[src/rtl/irqc_pkg.sv]
package irqc_pkg;
  localparam int unsigned ADDR_W = 4;

  typedef enum logic [ADDR_W-1:0] {
    RA_STAT_A  = 4'd0,
    RA_STAT_B  = 4'd1,
    RA_MASK_A  = 4'd2,
    RA_MASK_B  = 4'd3,
    RA_HSEL_A  = 4'd4,
    RA_LSEL_A  = 4'd5,
    RA_HSEL_B  = 4'd6,
    RA_LSEL_B  = 4'd7,
    RA_PINSTY  = 4'd8
  } reg_addr_e;

  typedef enum logic [1:0] {
    PIN_DRIVE_HI  = 2'd0,
    PIN_DRIVE_LO  = 2'd1,
    PIN_OPEN_LO   = 2'd2,
    PIN_OPEN_ALT  = 2'd3
  } pin_style_e;
endpackage

[src/rtl/irqc_rst_sync.sv]
module irqc_rst_sync (
  input  logic clk,
  input  logic rst_n,
  output logic rst_sn
);
  logic [1:0] stage_q;

  always_ff @(posedge clk or negedge rst_n) begin
    if (!rst_n) stage_q <= 2'b00;
    else        stage_q <= {stage_q[0], 1'b1};
  end

  assign rst_sn = stage_q[1];
endmodule

[src/rtl/irqc_evt_sync.sv]
module irqc_evt_sync #(
  parameter int unsigned DW     = 8,
  parameter int unsigned STAGES = 2
) (
  input  logic          clk,
  input  logic          rst_n,
  input  logic [DW-1:0] evt_in,
  output logic [DW-1:0] lvl,
  output logic [DW-1:0] rise,
  output logic [DW-1:0] fall
);
  logic [STAGES-1:0][DW-1:0] pipe_q, pipe_d;
  logic [DW-1:0]             prev_q;

  always_comb begin
    pipe_d[0] = evt_in;
    for (int i = 1; i < STAGES; i++) pipe_d[i] = pipe_q[i-1];
  end

  always_ff @(posedge clk or negedge rst_n) begin
    if (!rst_n) begin
      pipe_q <= '0;
      prev_q <= '0;
    end else begin
      pipe_q <= pipe_d;
      prev_q <= pipe_q[STAGES-1];
    end
  end

  assign lvl  = pipe_q[STAGES-1];
  assign rise = lvl & ~prev_q;
  assign fall = ~lvl & prev_q;
endmodule

[src/rtl/irqc_bank.sv]
module irqc_bank #(
  parameter int unsigned    DW    = 8,
  parameter logic [DW-1:0]  VALID = '1
) (
  input  logic          clk,
  input  logic          rst_n,
  input  logic [DW-1:0] lvl,
  input  logic [DW-1:0] rise,
  input  logic [DW-1:0] fall,
  input  logic          wr_mask,
  input  logic          wr_hsel,
  input  logic          wr_lsel,
  input  logic [DW-1:0] wr_data,
  input  logic          rd_clr,
  output logic [DW-1:0] stat,
  output logic [DW-1:0] mask_q,
  output logic [DW-1:0] hsel_q,
  output logic [DW-1:0] lsel_q,
  output logic          hit
);
  logic [DW-1:0] latch_q, latch_d;
  logic [DW-1:0] mask_d, hsel_d, lsel_d;
  logic [DW-1:0] set_v;

  // Next-state logic
  always_comb begin
    mask_d  = wr_mask ? wr_data : mask_q;
    hsel_d  = wr_hsel ? wr_data : hsel_q;
    lsel_d  = wr_lsel ? wr_data : lsel_q;
    // low-select picks falling edge, high-select overrides to level
    set_v   = ((rise & ~lsel_q) | (fall & lsel_q)) & ~hsel_q & VALID;
    latch_d = rd_clr ? set_v : (latch_q | set_v);
    latch_d = latch_d & ~hsel_q;
  end

  always_ff @(posedge clk or negedge rst_n) begin
    if (!rst_n) begin
      latch_q <= '0;
      mask_q  <= '0;
      hsel_q  <= '0;
      lsel_q  <= '0;
    end else begin
      latch_q <= latch_d;
      mask_q  <= mask_d;
      hsel_q  <= hsel_d;
      lsel_q  <= lsel_d;
    end
  end

  assign stat = ((hsel_q & lvl) | (~hsel_q & latch_q)) & VALID;
  assign hit  = |(stat & mask_q);

  // a detected selected edge is always captured
  p_edge_capture_r3: assert property (@(posedge clk) disable iff (!rst_n)
    (|set_v) |=> ((latch_q & $past(set_v)) == $past(set_v)));

  // latched edge bits survive when no read happens
  p_edge_hold_r3: assert property (@(posedge clk) disable iff (!rst_n)
    !rd_clr |=> ((latch_q & $past(latch_q & ~hsel_q)) == $past(latch_q & ~hsel_q)));

  // a read leaves only the bits re-set in the same cycle
  p_read_clear_r4: assert property (@(posedge clk) disable iff (!rst_n)
    rd_clr |=> ((latch_q & ~$past(set_v)) == '0));
endmodule

[src/rtl/irqc_pin_drv.sv]
module irqc_pin_drv
  import irqc_pkg::*;
(
  input  logic       clk,
  input  logic       rst_n,
  input  logic       act,
  input  pin_style_e style,
  output logic       irq_o,
  output logic       irq_oe
);
  logic o_d, oe_d;

  always_comb begin
    unique case (style)
      PIN_DRIVE_HI: begin o_d = act;  oe_d = 1'b1; end
      PIN_DRIVE_LO: begin o_d = ~act; oe_d = 1'b1; end
      default:      begin o_d = 1'b0; oe_d = act;  end
    endcase
  end

  always_ff @(posedge clk or negedge rst_n) begin
    if (!rst_n) begin
      irq_o  <= 1'b0;
      irq_oe <= 1'b1;
    end else begin
      irq_o  <= o_d;
      irq_oe <= oe_d;
    end
  end

  // a released line never carries a driven high level
  p_release_low_r8: assert property (@(posedge clk) disable iff (!rst_n)
    !irq_oe |-> !irq_o);

  // push-pull styles always drive the line
  p_push_pull_oe_r8: assert property (@(posedge clk) disable iff (!rst_n)
    (style == PIN_DRIVE_HI || style == PIN_DRIVE_LO) |=> irq_oe);
endmodule

[src/rtl/evt_irq_ctrl.sv]
module evt_irq_ctrl
  import irqc_pkg::*;
#(
  parameter int unsigned   DW          = 8,
  parameter int unsigned   SYNC_STAGES = 2,
  parameter logic [DW-1:0] VALID_A     = 8'hC7,
  parameter logic [DW-1:0] VALID_B     = 8'h0E
) (
  input  logic              clk,
  input  logic              rst_n,
  input  logic [DW-1:0]     evt_a,
  input  logic [DW-1:0]     evt_b,
  input  logic [ADDR_W-1:0] addr,
  input  logic              wr_en,
  input  logic [DW-1:0]     wr_data,
  input  logic              rd_en,
  output logic [DW-1:0]     rd_data,
  output logic              irq_o,
  output logic              irq_oe
);
  localparam int unsigned NB = 2;
  localparam logic [NB-1:0][DW-1:0] VALID_ALL = {VALID_B, VALID_A};

  logic                   rst_sn;
  logic [NB-1:0][DW-1:0]  evt_all;
  logic [NB-1:0][DW-1:0]  rd_part;
  logic [NB-1:0]          hit;
  pin_style_e             style_q, style_d;
  logic                   act;

  assign evt_all = {evt_b, evt_a};

  irqc_rst_sync u_rst (.clk(clk), .rst_n(rst_n), .rst_sn(rst_sn));

  for (genvar g = 0; g < NB; g++) begin : g_bank
    localparam logic [ADDR_W-1:0] A_STAT = ADDR_W'(g);
    localparam logic [ADDR_W-1:0] A_MASK = ADDR_W'(2 + g);
    localparam logic [ADDR_W-1:0] A_HSEL = ADDR_W'(4 + 2*g);
    localparam logic [ADDR_W-1:0] A_LSEL = ADDR_W'(5 + 2*g);

    logic [DW-1:0] lvl, rise, fall, stat, mask_q, hsel_q, lsel_q;

    irqc_evt_sync #(.DW(DW), .STAGES(SYNC_STAGES)) u_sync (
      .clk(clk), .rst_n(rst_sn), .evt_in(evt_all[g]),
      .lvl(lvl), .rise(rise), .fall(fall)
    );

    irqc_bank #(.DW(DW), .VALID(VALID_ALL[g])) u_bank (
      .clk(clk), .rst_n(rst_sn),
      .lvl(lvl), .rise(rise), .fall(fall),
      .wr_mask(wr_en && addr == A_MASK),
      .wr_hsel(wr_en && addr == A_HSEL),
      .wr_lsel(wr_en && addr == A_LSEL),
      .wr_data(wr_data),
      .rd_clr(rd_en && addr == A_STAT),
      .stat(stat), .mask_q(mask_q), .hsel_q(hsel_q), .lsel_q(lsel_q),
      .hit(hit[g])
    );

    always_comb begin
      unique case (addr)
        A_STAT:  rd_part[g] = stat;
        A_MASK:  rd_part[g] = mask_q;
        A_HSEL:  rd_part[g] = hsel_q;
        A_LSEL:  rd_part[g] = lsel_q;
        default: rd_part[g] = '0;
      endcase
    end
  end

  // Pin style register
  always_comb begin
    style_d = style_q;
    if (wr_en && addr == RA_PINSTY) style_d = pin_style_e'(wr_data[1:0]);
  end

  always_ff @(posedge clk or negedge rst_sn) begin
    if (!rst_sn) style_q <= PIN_DRIVE_HI;
    else         style_q <= style_d;
  end

  always_comb begin
    rd_data = '0;
    for (int b = 0; b < NB; b++) rd_data = rd_data | rd_part[b];
    if (addr == RA_PINSTY) rd_data = rd_data | DW'(style_q);
  end

  assign act = |hit;

  irqc_pin_drv u_pin (
    .clk(clk), .rst_n(rst_sn), .act(act), .style(style_q),
    .irq_o(irq_o), .irq_oe(irq_oe)
  );

  // a masked-in set bit of either register brings the line active next cycle
  p_active_follows_r7: assert property (@(posedge clk) disable iff (!rst_sn)
    (act && style_q == PIN_DRIVE_HI && !wr_en) |=> irq_o);
endmodule

[config.mk]
export PLATFORM = sky130hd
export DESIGN_NAME = evt_irq_ctrl
export DESIGN_NICKNAME = d
export VERILOG_FILES = /design/src/rtl/irqc_pkg.sv /design/src/rtl/irqc_rst_sync.sv /design/src/rtl/irqc_evt_sync.sv /design/src/rtl/irqc_bank.sv /design/src/rtl/irqc_pin_drv.sv /design/src/rtl/evt_irq_ctrl.sv
export SDC_FILE = /design/constraint.sdc
export NUM_CORES = 1
export LEC_CHECK = 0
export BUFFER_PORTS_ARGS = -buffer_cell sky130_fd_sc_hd__buf_2
export CORE_UTILIZATION = 30
export DETAILED_ROUTE_END_ITERATION = 12
export GPL_ROUTABILITY_DRIVEN = 0
export SLEW_MARGIN = 5
export SYNTH_ARGS = -nofsm -noshare
export SYNTH_HDL_FRONTEND = slang
export SYNTH_HIERARCHICAL = 1
export SYNTH_SLANG_ARGS = --single-unit
export TNS_END_PERCENT = 50
[constraint.sdc]
create_clock -name clk -period 10.38 [get_ports clk]
set_clock_uncertainty 0.2 [all_clocks]
set_input_delay 1.038 -clock clk [delete_from_list [all_inputs] [get_ports clk]]
set_output_delay 1.038 -clock clk [all_outputs]
set_load 0.03 [all_outputs]
=== After elaboration in Yosys (flattened, before gate mapping) ===
Index checks and enable logic that the tools add are counted.

* Reductions and logical operators: 13
* Equal/unequal tests: 9
* Multiplexer cells: 7
* Bitwise gates (word level): 35

{| class="wikitable"
|+ Operator list
! cell !! number
|-
| 8-bit bitwise AND || 10
|-
| 8-bit one-hot mux with 4 select lines || 2
|-
| 8-bit NOT || 5
|-
| 8-bit bitwise OR || 4
|-
| 4-bit bitwise AND || 7
|-
| 8-bit two-way mux || 3
|-
| 4-bit by 3-bit == test with 1-bit output (second input constant) || 4
|-
| 16-bit OR reduction || 1
|-
| 4-bit NOT || 3
|-
| 1-bit logical AND || 9
|-
| 4-bit by 8-bit bitwise AND with 8-bit output || 1
|-
| 4-bit by 2-bit == test with 1-bit output (second input constant) || 2
|-
| 4-bit bitwise OR || 2
|-
| 8-bit by 2-bit bitwise OR with 8-bit output || 1
|-
| 8-bit by 4-bit bitwise OR with 8-bit output || 1
|-
| 4-bit by 1-bit == test with 1-bit output (second input constant) || 1
|-
| 4-bit == test (second input constant) || 1
|-
| 4-bit logical NOT || 1
|-
| 2-bit by 1-bit == test with 1-bit output (second input constant) || 1
|-
| 2-bit logical NOT || 1
|-
| 1-bit one-hot mux with 2 select lines || 1
|-
| 2-bit OR reduction || 1
|-
| 1-bit two-way mux || 1
|-
| 1-bit NOT || 1
|}

* Output and inout bits: 10
* Input port bits: 32
* Register bits after elaboration: 106

=== Longest topological paths before layout ===
* Depth after elaboration: 8
* Gate-level depth with buffers: 7

=== By module ===
The synthesis kept the hierarchy.

{| class="wikitable"
|+ By module, submodules not included
! module !! area each (sq um) !! cells an instance !! instances
|-
| irqc_evt_sync || 740.7 || 40 || 2
|-
| irqc_bank (g_bank[0].u_bank) || 1,224.9 || 83 || 1
|-
| irqc_bank (g_bank[1].u_bank) || 1,117.3 || 74 || 1
|-
| evt_irq_ctrl || 837.1 || 110 || 1
|-
| irqc_pin_drv || 70.1 || 5 || 1
|-
| irqc_rst_sync || 53.8 || 3 || 1
|}

=== Worst setup path before layout ===
No wires, ideal clock.

* Path type: input to output
* From: input port addr[2]
* To: output port rd_data[3]
* Data arrival time: 2.210 ns
* Stages on the path: 4
* Path slack: 6.932 ns
* Data required time: 9.142 ns
* Path buffers: 1
* Path through: buf_6 > nor2b_1 > a22oi_1 > o31ai_1

* Longest elaborated chain between the ends: 5

{| class="wikitable"
|+ Ends and longest elaborated chain
! element !! RTL line !! text
|-
| start, declared || evt_irq_ctrl.sv:13 || <nowiki>input logic [ADDR_W-1:0] addr,</nowiki>
|-
| 4-bit by 3-bit == test with 1-bit output, or another cell as far along || evt_irq_ctrl.sv:61 || <nowiki>unique case (addr)</nowiki>
|-
| 8-bit one-hot mux with 4 select lines || evt_irq_ctrl.sv:61 ||
|-
| 8-bit bitwise OR || evt_irq_ctrl.sv:84 || <nowiki>for (int b = 0; b < NB; b++) rd_data = rd_data | rd_part[b];</nowiki>
|-
| 8-bit by 2-bit bitwise OR with 8-bit output || evt_irq_ctrl.sv:85 || <nowiki>if (addr == RA_PINSTY) rd_data = rd_data | DW'(style_q);</nowiki>
|-
| 8-bit two-way mux (*) || evt_irq_ctrl.sv:85 ||
|-
| end, declared || evt_irq_ctrl.sv:17 || <nowiki>output logic [DW-1:0] rd_data,</nowiki>
|}

Every way passes the cells marked *; elsewhere a longest branch is shown, timed or not.

=== Worst setup path after layout ===
* From: input port addr[1]
* To: output port rd_data[6]

Same word-level chain as after synthesis.

==> flow_summary.toml <==
[outcome]
status = "completed"

[sta]
worst_pin_slew_ps = 1110
fmaxAchievable_ghz = 0.242
period_share_pct = 39.8
tns_ps = 0
hold_viol_final = 0
drv_slew = 0
setup_viol = 0
relSlewSlack_pct = 25.7
fin_crit_ps = 4130
rsz0062_at_grt = "no"
fin_hold_ws_ps = 147

[clocking]
htreeDepth = 3
cts_resized = 0
cts_hold_buf = 0
clockRootBuffer = "clkbuf_16"
cts_setup_buffers = 0
clock_latency_ps = 340
cts_buffers = 9
cts_num_sinks = 86
cts_buffer_depth = 2
cts_tree = "done"
clk_pin_slew_ps = 60

[final_layout]
fin_nets = 373
antenna_cells = 0
n_fill_cell = 1295
final_cell_mix = "dfrtp_1 (84), mux2_2 (55), buf_2 (33)"
area_growth_pct = 15.2
layout_commonest_cell = "dfrtp_1"
drive_gt1_share_pct = 37.6

[setup_path]
endpoint_kind = "primary output"
r2r_end = "u_pin/irq_o$_DFF_PN0_"
cp_max_fo = 24
crit_required_ps = 9140
cp-start-kind = "input pin"
cpMostUsedCell = "buf_2"
critPathCapture = "rd_data[6]"
cp_cell_sequence = "buf_2 > nor2b_1 > a311oi_1 > o21ai_1 > buf_2"
worstSetupStartpoint = "addr[1]"
arrival_ps = 2890
r2r-start = "g_bank[0].u_bank/hsel_q[6]$_DFFE_PN0P_"
cpPeakStageDelay_ps = 620
reg2reg_depth = 6
r2r_slack_ps = 8290
critPathKind = "in2out"
slowest_stage = "nor2b_1"

[floorplan]
die-area_sq_mm = 0.0139
chipWidth_microns = 118
placementRows = 42
die_h_microns = 118
io-pin-count = 42
coreArea_sq_mm = 0.0132
floorplan.initialDensity_pct = 30.7

[grt]
grt_pass1_wl_microns = 15100
grt_antenna_before_repair = 0
grt_max_degree = 85
grt.total_usage_pct = 14.3
grt_overflow = 0
grt_pass1_vias = 2752

[power_and_ir_drop]
p_per_area_mw_per_mm2 = 219
vdd_ir_drop_max_mv = 0.0931
p_leak_nw = 2.05

[detailed_routing]
drt_first_pass_iters = 5
avgViaCountPerCell = 4.91
antenna_left = 0
wl_microns = 9120
wl_per_cell_microns = 17.5
num_vias = 2561
drt_iter0_markers = 212
drc_errors = 0

[place]
place_hpwl_microns = 6060
portBuffers = 33

[hold_path]
hp-class = "reg2reg"

[yosys]
yosys_warnings = 6
synth_area_per_cell_sq_um = 12.8
syn_area_sq_mm = 0.00404
postSynthCellCount = 315

[job]
max_cap_viol_count = 0
## sequential cells by signal, indices dropped and copies added, names as in the netlist
| signal | count |
|---|---|
| g_bank.u_bank/hsel_q | 16 |
| g_bank.u_bank/lsel_q | 16 |
| g_bank.u_bank/mask_q | 16 |
| g_bank.u_bank/latch_q | 8 |
| g_bank.u_sync/lvl | 8 |
| g_bank.u_sync/pipe_d | 8 |
| g_bank.u_sync/prev_q | 8 |
| style_q | 2 |
| u_rst/stage_q | 2 |
| u_pin/irq_o | 1 |
| u_pin/irq_oe | 1 |
## stage by stage
stage / utilization (%) / std cells / instance area [sq um] / power, W / setup WS, ps
after floorplan: - / 321 / 4070 / 0.000577 / 6930
after global placement: 32.5 / 506 / 4290 / 0.000618 / 6320
after detailed placement: 32.5 / 506 / 4290 / 0.000627 / 6280
after CTS: 35.3 / 522 / 4660 / 0.00103 / 6270
after global routing: 35.3 / 522 / 4660 / 0.00107 / 6180
final: 35.3 / 522 / 4660 / 0.00102 / 6250
## per-layer routing
| metal | GRT usage, % | part of all wire (%) |
|---|---|---|
| met3 | 4.07 | 5.8 |
| met5 | 0 | 0 |
| met1 | 19.2 | 47 |
| met4 | 4.89 | 1.2 |
| met2 | 21.9 | 46 |
## worst min-delay path by stage
stage	endpoint	slack [ps]	depth (start not counted)	startpoint
4_1_cts	g_bank[1].u_sync/lvl[2]$_DFF_PN0_	150	0	g_bank[1].u_sync/pipe_d[10]$_DFF_PN0_
3_5_place_dp	g_bank[0].u_sync/lvl[7]$_DFF_PN0_	130	0	g_bank[0].u_sync/pipe_d[15]$_DFF_PN0_
6_report	g_bank[1].u_sync/lvl[2]$_DFF_PN0_	150	0	g_bank[1].u_sync/pipe_d[10]$_DFF_PN0_
5_1_grt	g_bank[1].u_sync/lvl[1]$_DFF_PN0_	160	0	g_bank[1].u_sync/pipe_d[9]$_DFF_PN0_
2_1_floorplan	g_bank[0].u_sync/lvl[0]$_DFF_PN0_	130	0	g_bank[0].u_sync/pipe_d[8]$_DFF_PN0_
3_3_place_gp	g_bank[1].u_sync/lvl[2]$_DFF_PN0_	130	0	g_bank[1].u_sync/pipe_d[10]$_DFF_PN0_
## critical path, delay by kind of cell
family                 cells  cell delay (ps)
buffers and inverters      2              720
and+or+nand+nor            1              620
AOI/OAI and AO/OA          2              490
## power breakdown
| part | leakage (nW) | internal (W) | switching (W) |
|---|---|---|---|
| logic | 0.833 | 0.0000909 | 0.0000798 |
| clock network | 0.179 | 0.000266 | 0.000133 |
| registers | 1.04 | 0.000399 | 0.0000496 |
| total | 2.05 | 0.000756 | 0.000263 |
## final cells by class
cell class                      count  area [sq um]  area share [%]
Clock inverter                      6           133            2.85
Tap cell                          176           220            4.73
Timing Repair Buffer               33           165            3.55
Inverter                            2          7.51           0.161
Sequential cell                    86          2160            46.3
Multi-Input combinational cell    209          1740            37.3
Clock buffer                       10           239            5.13
Note: power is estimated with default switching activity, not from simulation.
